## config.mk

```make
export PLATFORM = sky130hd
export DESIGN_NAME = lcd_sync_gen
export DESIGN_NICKNAME = d
export VERILOG_FILES = /design/src/rtl/lcd_tg_pkg.sv /design/src/rtl/lcd_tg_regs.sv /design/src/rtl/lcd_tg_pclk.sv /design/src/rtl/lcd_tg_scan.sv /design/src/rtl/lcd_sync_gen.sv
export SDC_FILE = /design/constraint.sdc
export NUM_CORES = 1
export LEC_CHECK = 0
export BUFFER_PORTS_ARGS = -buffer_cell sky130_fd_sc_hd__buf_2
export CAP_MARGIN = 10
export CORE_MARGIN = 2
export CORE_UTILIZATION = 55
export CTS_BUF_LIST = sky130_fd_sc_hd__clkbuf_8 sky130_fd_sc_hd__clkbuf_16
export DETAILED_ROUTE_END_ITERATION = 7
export GPL_TIMING_DRIVEN = 0
export HOLD_SLACK_MARGIN = 0.15
export PLACE_DENSITY = 0.75
export SETUP_SLACK_MARGIN = 0.1
export SYNTH_ARGS = -nofsm -noshare
export SYNTH_HDL_FRONTEND = slang
export SYNTH_HIERARCHICAL = 1
export SYNTH_SLANG_ARGS = --single-unit
```

## constraint.sdc

```tcl
create_clock -name clk -period 7.8 [get_ports clk]
set_input_delay 1.17 -clock clk [delete_from_list [all_inputs] [get_ports clk]]
set_output_delay 1.17 -clock clk [all_outputs]
set_load 0.03 [all_outputs]
```

## src/rtl/lcd_tg_pkg.sv

```systemverilog
package lcd_tg_pkg;
  localparam int PORCH_W = 8;
  localparam int DIV_W   = 8;
  localparam int ADDR_W  = 3;
  localparam int DATA_W  = 32;

  localparam logic [ADDR_W-1:0] A_CTRL = 3'd0;
  localparam logic [ADDR_W-1:0] A_VTIM = 3'd1;
  localparam logic [ADDR_W-1:0] A_HTIM = 3'd2;
  localparam logic [ADDR_W-1:0] A_SIZE = 3'd3;
  localparam logic [ADDR_W-1:0] A_ICFG = 3'd4;
  localparam logic [ADDR_W-1:0] A_ICLR = 3'd5;
  localparam logic [ADDR_W-1:0] A_MISC = 3'd6;

  localparam logic [1:0] TRIG_VSYNC = 2'b01;

  typedef struct packed {
    logic               out_en;
    logic               div_en;
    logic [DIV_W-1:0]   clkval;
    logic [PORCH_W-1:0] vsw, vbp, vfp;
    logic [PORCH_W-1:0] hsw, hbp, hfp;
  } tcfg_t;
endpackage

```

## src/rtl/lcd_tg_regs.sv

```systemverilog
module lcd_tg_regs
  import lcd_tg_pkg::*;
#(
  parameter int CNT_W = 12
) (
  input  logic              clk,
  input  logic              rst_n,
  input  logic              wr_en,
  input  logic [ADDR_W-1:0] wr_addr,
  input  logic [DATA_W-1:0] wr_data,
  input  logic              boundary,
  input  logic              frame_done,
  output tcfg_t             act,
  output logic [CNT_W-1:0]  act_hact,
  output logic [CNT_W-1:0]  act_vact,
  output logic [3:0]        inv,
  output logic              irq
);
  tcfg_t            sh;
  logic [CNT_W-1:0] sh_hact, sh_vact;
  logic             protect, gie, fie, pend;
  logic [1:0]       trig;
  logic             set_irq, clr_irq;

  assign set_irq = frame_done && gie && fie && (trig == TRIG_VSYNC);
  assign clr_irq = wr_en && (wr_addr == A_ICLR) && wr_data[0];
  assign irq     = pend;

  always_ff @(posedge clk or negedge rst_n) begin
    if (!rst_n) begin
      sh <= '0; sh_hact <= '0; sh_vact <= '0;
      act <= '0; act_hact <= '0; act_vact <= '0;
      protect <= 1'b0; inv <= '0; gie <= 1'b0; fie <= 1'b0; trig <= '0;
    end else begin
      if (boundary && !protect) begin
        act      <= sh;
        act_hact <= sh_hact;
        act_vact <= sh_vact;
      end
      if (wr_en) begin
        case (wr_addr)
          A_CTRL: begin
            sh.out_en <= wr_data[0];
            sh.div_en <= wr_data[1];
            sh.clkval <= wr_data[8 +: DIV_W];
          end
          A_VTIM: begin
            sh.vbp <= wr_data[0 +: PORCH_W];
            sh.vfp <= wr_data[8 +: PORCH_W];
            sh.vsw <= wr_data[16 +: PORCH_W];
          end
          A_HTIM: begin
            sh.hbp <= wr_data[0 +: PORCH_W];
            sh.hfp <= wr_data[8 +: PORCH_W];
            sh.hsw <= wr_data[16 +: PORCH_W];
          end
          A_SIZE: begin
            sh_hact <= wr_data[0 +: CNT_W];
            sh_vact <= wr_data[16 +: CNT_W];
          end
          A_ICFG: begin
            gie  <= wr_data[0];
            fie  <= wr_data[1];
            trig <= wr_data[3:2];
          end
          A_MISC: begin
            protect <= wr_data[0];
            inv     <= wr_data[7:4];
          end
          default: ;
        endcase
      end
    end
  end

  always_ff @(posedge clk or negedge rst_n) begin
    if (!rst_n)        pend <= 1'b0;
    else if (set_irq)  pend <= 1'b1;
    else if (clr_irq)  pend <= 1'b0;
  end

  logic unused_wdata;
  assign unused_wdata = ^{1'b0, wr_data};


  act_hold_chk: assert property (@(posedge clk) disable iff (!rst_n)
    !boundary |=> $stable(act) && $stable(act_hact) && $stable(act_vact));

  protect_hold_chk: assert property (@(posedge clk) disable iff (!rst_n)
    (boundary && protect) |=> $stable(act) && $stable(act_hact) && $stable(act_vact));

  irq_cause_chk: assert property (@(posedge clk) disable iff (!rst_n)
    $rose(pend) |-> $past(frame_done && gie && fie && trig == TRIG_VSYNC));

  irq_clear_chk: assert property (@(posedge clk) disable iff (!rst_n)
    (wr_en && wr_addr == A_ICLR && wr_data[0] && !frame_done) |=> !pend);
endmodule

```

## src/rtl/lcd_tg_pclk.sv

```systemverilog
module lcd_tg_pclk
  import lcd_tg_pkg::*;
(
  input  logic             clk,
  input  logic             rst_n,
  input  logic             div_en,
  input  logic [DIV_W-1:0] clkval,
  output logic             tick,
  output logic             lvl
);
  logic [DIV_W-1:0] phase;
  logic [DIV_W:0]   div_n;

  assign div_n = div_en ? ({1'b0, clkval} + 1'b1) : (DIV_W+1)'(1);
  assign tick  = ({1'b0, phase} == div_n - 1'b1);
  assign lvl   = ({1'b0, phase} >= (div_n >> 1));

  always_ff @(posedge clk or negedge rst_n) begin
    if (!rst_n)    phase <= '0;
    else if (tick) phase <= '0;
    else           phase <= phase + 1'b1;
  end


  tick_gap_chk: assert property (@(posedge clk) disable iff (!rst_n)
    (tick && div_n > 1) |=> (!tick || div_n == 1));
endmodule

```

## src/rtl/lcd_tg_scan.sv

```systemverilog
module lcd_tg_scan
  import lcd_tg_pkg::*;
#(
  parameter int CNT_W = 12,
  localparam int TOT_W = ((CNT_W > PORCH_W) ? CNT_W : PORCH_W) + 2
) (
  input  logic             clk,
  input  logic             rst_n,
  input  logic             tick,
  input  tcfg_t            cfg,
  input  logic [CNT_W-1:0] hact,
  input  logic [CNT_W-1:0] vact,
  output logic             boundary,
  output logic             hs_raw,
  output logic             vs_raw,
  output logic             de_raw,
  output logic [TOT_W-1:0] hpos,
  output logic [TOT_W-1:0] vpos
);
  logic             run, h_last, v_last, h_in, v_in;
  logic [TOT_W-1:0] htot, vtot, h_beg, v_beg, h_end, v_end;

  assign run   = cfg.out_en;
  assign htot  = TOT_W'(cfg.hsw) + TOT_W'(cfg.hbp) + TOT_W'(hact) + TOT_W'(cfg.hfp) + TOT_W'(4);
  assign vtot  = TOT_W'(cfg.vsw) + TOT_W'(cfg.vbp) + TOT_W'(vact) + TOT_W'(cfg.vfp) + TOT_W'(4);
  assign h_beg = TOT_W'(cfg.hsw) + TOT_W'(cfg.hbp) + TOT_W'(2);
  assign v_beg = TOT_W'(cfg.vsw) + TOT_W'(cfg.vbp) + TOT_W'(2);
  assign h_end = h_beg + TOT_W'(hact) + TOT_W'(1);
  assign v_end = v_beg + TOT_W'(vact) + TOT_W'(1);

  assign h_last   = (hpos == htot - 1'b1);
  assign v_last   = (vpos == vtot - 1'b1);
  assign boundary = tick && (!run || (h_last && v_last));

  assign h_in   = (hpos >= h_beg) && (hpos < h_end);
  assign v_in   = (vpos >= v_beg) && (vpos < v_end);
  assign hs_raw = run && (hpos <= TOT_W'(cfg.hsw));
  assign vs_raw = run && (vpos <= TOT_W'(cfg.vsw));
  assign de_raw = run && h_in && v_in;

  always_ff @(posedge clk or negedge rst_n) begin
    if (!rst_n) begin
      hpos <= '0;
      vpos <= '0;
    end else if (boundary) begin
      hpos <= '0;
      vpos <= '0;
    end else if (tick && run) begin
      if (h_last) begin
        hpos <= '0;
        vpos <= vpos + 1'b1;
      end else begin
        hpos <= hpos + 1'b1;
      end
    end
  end


  hpos_range_chk: assert property (@(posedge clk) disable iff (!rst_n)
    run |-> hpos < htot);

  de_excl_chk: assert property (@(posedge clk) disable iff (!rst_n)
    de_raw |-> !hs_raw && !vs_raw);

  idle_pos_chk: assert property (@(posedge clk) disable iff (!rst_n)
    !run |-> (hpos == '0) && (vpos == '0));
endmodule

```

## src/rtl/lcd_sync_gen.sv

```systemverilog
module lcd_sync_gen
  import lcd_tg_pkg::*;
#(
  parameter int CNT_W = 12,
  localparam int TOT_W = ((CNT_W > PORCH_W) ? CNT_W : PORCH_W) + 2
) (
  input  logic              clk,
  input  logic              rst_n,
  input  logic              wr_en,
  input  logic [ADDR_W-1:0] wr_addr,
  input  logic [DATA_W-1:0] wr_data,
  output logic              hsync_o,
  output logic              vsync_o,
  output logic              de_o,
  output logic              pclk_o,
  output logic              pix_tick_o,
  output logic [TOT_W-1:0]  h_pos_o,
  output logic [TOT_W-1:0]  v_pos_o,
  output logic              irq_o
);
  tcfg_t            act;
  logic [CNT_W-1:0] act_hact, act_vact;
  logic [3:0]       inv;
  logic             boundary, tick, lvl, hs_raw, vs_raw, de_raw;

  lcd_tg_regs #(.CNT_W(CNT_W)) u_regs (
    .clk(clk), .rst_n(rst_n), .wr_en(wr_en), .wr_addr(wr_addr), .wr_data(wr_data),
    .boundary(boundary), .frame_done(boundary && act.out_en),
    .act(act), .act_hact(act_hact), .act_vact(act_vact), .inv(inv), .irq(irq_o)
  );

  lcd_tg_pclk u_pclk (
    .clk(clk), .rst_n(rst_n), .div_en(act.div_en), .clkval(act.clkval),
    .tick(tick), .lvl(lvl)
  );

  lcd_tg_scan #(.CNT_W(CNT_W)) u_scan (
    .clk(clk), .rst_n(rst_n), .tick(tick), .cfg(act), .hact(act_hact), .vact(act_vact),
    .boundary(boundary), .hs_raw(hs_raw), .vs_raw(vs_raw), .de_raw(de_raw),
    .hpos(h_pos_o), .vpos(v_pos_o)
  );

  assign hsync_o    = hs_raw ^ inv[0];
  assign vsync_o    = vs_raw ^ inv[1];
  assign de_o       = de_raw ^ inv[2];
  assign pclk_o     = lvl ^ inv[3];
  assign pix_tick_o = tick;
endmodule

```

==> results of run 1 <==
[layout make-up]
class / instances / share of cell area, %
buffer: 31 / 1.22
clock buffer: 29 / 4.29
clock inverter: 12 / 0.694
inverter: 83 / 1.97
multi-input combinational: 985 / 53.6
sequential: 210 / 33.1
tap: 330 / 2.60
timing repair buffer: 68 / 2.49
[metal layers]
layer  GRT usage (%)  vias up  share of wire (%)
li1                -     4902                  -
met1            37.0     5172                 47
met2            41.1      265                 46
met3            3.87       52                5.1
met4            7.43        0                2.6
met5               0        -                  0
[registers in the layout, summed over array words and instances, names as in the netlist]
signal           flops
u_regs/act          58
u_regs/sh           58
u_scan/hpos         14
u_scan/vpos         14
u_regs/act_hact     12
u_regs/act_vact     12
u_regs/sh_hact      12
u_regs/sh_vact      12
u_pclk/phase         8
u_regs/inv           4
u_regs/trig          2
u_regs/fie           1
u_regs/gie           1
u_regs/irq           1
u_regs/protect       1
[worst max-delay path by stage]
| stage | cells past startpoint | end | slack, ns | start |
|---|---|---|---|---|
| after global routing | 25 | de_o | 0.14 | u_regs/act[16]$_DFFE_PN0P_ |
| after detailed placement | 25 | u_regs/act[46]$_DFFE_PN0P_ | 0.82 | u_regs/act[16]$_DFFE_PN0P_ |
| after CTS | 25 | de_o | 0.20 | u_regs/act[16]$_DFFE_PN0P_ |
| final | 25 | de_o | 0.48 | u_regs/act[16]$_DFFE_PN0P_ |
| after floorplan | 24 | de_o | 1.71 | u_regs/act[16]$_DFFE_PN0P_ |
| after global placement | 25 | u_regs/act_vact[9]$_DFFE_PN0P_ | 0.90 | u_regs/act[16]$_DFFE_PN0P_ |
[per-stage QoR]
step	setup WS [ns]	std cells	hold WS, ns	instance area [µm²]
5_1_grt	0.137	1748	0.497	15900
2_1_floorplan	1.71	1309	0.441	14200
3_5_place_dp	0.818	1707	0.472	15000
4_1_cts	0.204	1748	0.485	15800
3_3_place_gp	0.904	1705	0.465	15000
6_report	0.478	1748	0.480	15900
[cell families after synthesis]
logic type,after synthesis,synth area share [%]
simple gates,299,11.8
buf+inv,114,3.55
compound gates,225,10.4
xor+xnor,105,6.47
fa+ha+maj,176,16.6
flops,210,37.0
mux,180,14.3
[cell usage in the layout, fill, tap and decap left out, drive strengths merged, types with 4 or more instances in the layout]
cell / synthesis / layout
a31oi: 6 / 6
clkbuf: 7 / 36
o311ai: 5 / 5
o2111ai: 6 / 6
a21o: 42 / 42
inv: 83 / 87
a21oi: 51 / 51
dfrtp: 210 / 210
xor2: 43 / 43
fa: 20 / 20
and2: 5 / 5
nor4: 11 / 11
and4: 5 / 5
mux2i: 4 / 4
nor3b: 10 / 10
buf: 24 / 92
nand2b: 27 / 27
o21ai: 56 / 56
clkinv: 0 / 4
a21boi: 7 / 7
nor2b: 21 / 21
nand2: 45 / 45
o22ai: 5 / 5
o21a: 13 / 13
o211ai: 8 / 8
ha: 156 / 156
nor3: 20 / 20
nand4b: 6 / 6
nand3: 40 / 40
and3: 22 / 22
xnor2: 62 / 62
a211oi: 8 / 8
nand4: 18 / 18
mux2: 176 / 176
nor2: 52 / 52
[timing repair]
| action | in CTS | in global routing |
|---|---|---|
| gates resized for setup | 0 | 6 |
| setup buffers | 0 | 0 |
| endpoints found under the setup margin | 0 | 1 |
| endpoints found under the hold margin | 0 | 0 |
[critical path: cells and delay by family (launching register included)]
kind / cells / cell delay [ns]
compound gates: 10 / 1.61
xor+xnor: 3 / 0.66
fa+ha+maj: 4 / 1.15
buf+inv: 3 / 0.37
flops: 1 / 0.41
simple gates: 5 / 1.43
==> results.py, run 1 <==
metrics = {
    "die": {
        "row_count": 58,
        "start_util_pct": 56.3,
        "die_width_um": 165,
        "io_pins": 72,
        "coreArea_mm2": 0.0253,
        "dieHeight_um": 165,
        "die_area_mm2": 0.0271,
    },
    "min_path": {
        "min_to": "u_pclk/phase[0]$_DFF_PN0_",
        "min_from": "u_pclk/phase[0]$_DFF_PN0_",
        "holdPathStages": 1,
        "hp-class": "flop to flop",
    },
    "setup_path": {
        "reg2reg_to": "u_regs/act[46]$_DFFE_PN0P_",
        "r2r-start": "u_regs/act[16]$_DFFE_PN0P_",
        "slowest_stage": "or4b_2",
        "crit_fanout": 4,
        "cp-end-kind": "primary output",
        "cpPeakStageDelay_ns": 0.70,
        "worstSetupPathType": "flop to primary output",
        "worstPathRequired_ns": 6.63,
        "r2r_cells": 25,
        "r2r_slack_ns": 0.87,
        "worst_setup_path_start_kind": "flop",
        "cp.arrival_ns": 6.15,
    },
    "run": {
        "max-cap-violations": 0,
    },
    "detailed_routing": {
        "wl_per_cell_um": 19.7,
        "final_antenna_net_count": 0,
        "drtIter0Drc": 831,
        "drc": 0,
        "vias_per_cell": 5.94,
        "dr.pass1.iters": 5,
        "vias": 10400,
        "wl_um": 34400,
    },
    "yosys": {
        "synth-async-reset-ratio_pct": 100,
        "synthFlopType": "dfrtp_1",
        "synth_top_area_share_pct": 37.0,
        "synth_area_leaders": "dfrtp_1, ha_1, mux2_2",
        "synth.distinct_cells": 77,
        "synth_top_area_cell": "dfrtp_1",
        "avgSynthCellArea_um2": 10.9,
        "synthTopCellsByCount": "dfrtp_1, mux2_2, ha_1",
        "ys_seq_area_share_pct": 37.0,
        "yosysWarnings": 6,
        "synth_edf_count": 0,
        "netlist_instances": 1309,
        "syn_area_mm2": 0.0142,
        "yosysMostFrequentCell": "dfrtp_1",
        "synth_fp_nets": 1523,
        "ys_ff_latch": 210,
    },
    "sta": {
        "fin_tns_setup_ns": 0,
        "post-route-period-util_pct": 93.9,
        "hold_viol": 0,
        "tightest_slew_ns": 1.26,
        "fin_crit_ns": 7.32,
        "rsz0062_at_grt": "no",
        "fmax_mhz": 137,
        "setup_viol": 0,
        "max-slew-margin-rel_pct": 15.1,
        "slew_violations": 0,
        "skew_ns": 0.00827,
    },
    "finish": {
        "multi_input_area_mm2": 0.00850,
        "nNetsFinal": 1617,
        "area_growth_pct": 11.6,
        "seq_area_mm2": 0.00526,
        "final_core_util_pct": 62.8,
        "diodes": 0,
        "nFillCells": 2046,
        "drive_above_1_share_pct": 23.0,
    },
    "clock_tree": {
        "cts_tree": "yes",
        "cts.sinks": 210,
        "htree_num_levels": 1,
        "clock_latency_ns": 0.51,
        "ctsHoldBuffers": 0,
        "path_clk_slew_ns": 0.06,
        "cts-root-buf": "clkbuf_16",
        "cts_buffer_depth": 3,
        "numCtsBuffers": 24,
    },
    "global_routing": {
        "overflow": 0,
        "grt_max_degree": 96,
        "grtUsageTotal_pct": 25.9,
        "grt_pass1_vias": 10200,
        "antenna_found_initial": 0,
        "grt_pass1_wl_um": 54600,
    },
    "place": {
        "place_congestion": 0.881,
        "port_buffers": 66,
        "dp_hpwl_um": 26600,
    },
    "outcome": {
        "status": "finished clean",
    },
}
Power of run 1 is not shown: default switching activity piles up to over one toggle a cycle in this logic, so the estimate is an artifact.
==> run 2, diff against run 1 <==
--- a/config.mk
+++ b/config.mk
@@ -8,12 +8,12 @@
 export BUFFER_PORTS_ARGS = -buffer_cell sky130_fd_sc_hd__buf_2
 export CAP_MARGIN = 10
 export CORE_MARGIN = 2
-export CORE_UTILIZATION = 55
+export CORE_UTILIZATION = 57
 export CTS_BUF_LIST = sky130_fd_sc_hd__clkbuf_8 sky130_fd_sc_hd__clkbuf_16
 export DETAILED_ROUTE_END_ITERATION = 7
 export GPL_TIMING_DRIVEN = 0
 export HOLD_SLACK_MARGIN = 0.15
-export PLACE_DENSITY = 0.75
+export PLACE_DENSITY = 0.8
 export SETUP_SLACK_MARGIN = 0.1
 export SYNTH_ARGS = -nofsm -noshare
 export SYNTH_HDL_FRONTEND = slang
==> constraint.sdc (replaced) <==
create_clock -name clk -period 6.02 [get_ports clk]
set_input_delay 0.903 -clock clk [delete_from_list [all_inputs] [get_ports clk]]
set_output_delay 0.903 -clock clk [all_outputs]
set_load 0.03 [all_outputs]
==> run 2 against run 1 <==
The flow now finishes with violations (setup timing). Sequential share of layout area down 3.2 points. Core utilization up 9.1 points. Register-to-register slack worse by 1.2 ns. Critical endpoint unchanged.
==> results.py, run 2 (synthesized netlist as in run 1, its figures left out) <==
metrics = {
    "sta": {
        "rsz0062_at_grt": "yes",
        "setup_viol": 83,
        "slew_violations": 0,
        "skew_ns": 0.0201,
        "fin_ws_ns": -0.588,
        "hold_viol": 0,
        "post-route-period-util_pct": 110,
        "max-slew-margin-rel_pct": 42.7,
        "fin_crit_ns": 6.61,
        "holdWs_ns": 0.354,
        "fmax_mhz": 151,
        "tightest_slew_ns": 0.860,
    },
    "global_routing": {
        "grt_pass1_vias": 11500,
        "overflow": 0,
        "antenna_found_initial": 0,
        "grtUsageTotal_pct": 30.7,
        "grt_max_degree": 131,
        "grt_pass1_wl_um": 63100,
    },
    "clock_tree": {
        "cts.sinks": 210,
        "path_clk_slew_ns": 0.06,
        "numCtsBuffers": 23,
        "cts-root-buf": "clkbuf_16",
        "cts_buffer_depth": 3,
        "htree_num_levels": 1,
        "ctsHoldBuffers": 0,
        "clock_latency_ns": 0.53,
        "cts_tree": "yes",
    },
    "finish": {
        "diodes": 0,
        "reg_top3": "u_regs/act x58, u_regs/sh x58",
        "area_growth_pct": 23.3,
        "drive_above_1_share_pct": 31.3,
        "final_common_cell": "dfrtp_1",
        "nNetsFinal": 1678,
        "final_core_util_pct": 71.8,
        "layout_common_cells": "dfrtp_1, ha_1, mux2_2",
    },
    "setup_path": {
        "critPathBufInv": 4,
        "worst_setup_path_start_kind": "flop",
        "r2r_cells": 27,
        "cp-end-kind": "primary output",
        "worstPathRequired_ns": 5.12,
        "cp.arrival_ns": 5.70,
        "r2r-start": "u_regs/act[8]$_DFFE_PN0P_",
        "slowest_stage": "or4b_4",
        "worstSetupPathType": "flop to primary output",
        "r2r_slack_ns": -0.32,
        "crit_fanout": 3,
        "crit_family": "compound AO/OA/AOI/OAI gates",
        "reg2reg_to": "u_regs/act[8]$_DFFE_PN0P_",
        "cpPeakStageDelay_ns": 0.54,
    },
    "place": {
        "port_buffers": 66,
        "dp_slack_ns": -0.957,
        "dp_hpwl_um": 26400,
        "place_congestion": 0.893,
    },
    "detailed_routing": {
        "top_layer": "met4",
        "drtIter0Drc": 1137,
        "dr_wl_met3_um": 3370,
        "drc": 0,
        "wl_um": 44000,
        "vias_per_cell": 6.47,
        "met2_length_um": 20100,
        "dr.pass1.iters": 6,
        "vias": 11700,
        "final_antenna_net_count": 0,
        "m1WireLength_um": 17700,
        "wl_per_cell_um": 24.4,
    },
    "die": {
        "die_width_um": 162,
        "dieHeight_um": 162,
        "die_area_mm2": 0.0262,
        "io_pins": 72,
        "start_util_pct": 58.3,
        "row_count": 57,
        "coreArea_mm2": 0.0244,
    },
    "min_path": {
        "hp-class": "input port to asynchronous set/reset pin",
    },
    "outcome": {
        "status": "finished, violations left",
        "violations": "setup timing",
    },
    "run": {
        "max-cap-violations": 0,
    },
}
run 2: repair_timing:
action,in CTS,in global routing
gates resized for setup,123,115
setup endpoints to repair,109,108
gates cloned,8,1
setup buffers,37,18
pin swaps,49,33
run 2: worst reg2reg max path: cells and delay by family, from the launching register on:
| kind | cells | cell delay [ns] |
|---|---|---|
| flip-flops | 1 | 0.39 |
| multiplexers | 1 | 0.31 |
| AO/OA/AOI/OAI | 6 | 1.21 |
| buffers and inverters | 7 | 0.85 |
| adder cells (fa/ha/maj) | 5 | 1.56 |
| AND/OR/NAND/NOR | 6 | 1.58 |
| XOR/XNOR | 2 | 0.34 |
run 2: worst max-delay path by stage:
| stage | start | to | slack (ns) | cells past startpoint |
|---|---|---|---|---|
| floorplan | u_regs/act[16]$_DFFE_PN0P_ | de_o | 0.20 | 24 |
| global placement | u_regs/act[16]$_DFFE_PN0P_ | u_regs/act[39]$_DFFE_PN0P_ | -0.84 | 25 |
| detailed placement | u_regs/act[16]$_DFFE_PN0P_ | u_regs/act[39]$_DFFE_PN0P_ | -0.96 | 25 |
| CTS | u_regs/act[16]$_DFFE_PN0P_ | de_o | -0.21 | 26 |
| global route | u_regs/act[32]$_DFFE_PN0P_ | de_o | -0.69 | 25 |
| finish | u_regs/act[32]$_DFFE_PN0P_ | de_o | -0.59 | 25 |
run 2: stage by stage:
stage | setup TNS [ns] | area (µm²) | instances
after floorplan | 0 | 14200 | 1309
after global placement | -68.95 | 14900 | 1699
after detailed placement | -78.69 | 15000 | 1700
after CTS | -8.38 | 16900 | 1787
after global routing | -31.86 | 17500 | 1805
final | -21.48 | 17500 | 1805
run 2: layer usage:
metal	GRT usage, %	vias to the layer above
met1	41.4	5777
met4	14.4	0
li1	-	5026
met3	5.01	187
met5	0	-
met2	48.9	684
run 2: area by class of cell:
type                    instances  area (µm²)
plain buffers                  31         343
clock buffers                  27         631
clock inverters                15         153
fillers                      1569        6870
inverters                      83         312
multi-input cells             985        9300
flip-flops and latches        210        5260
well taps                     324         405
repair buffers                130        1130
Power of run 2 is left out for the same reason.
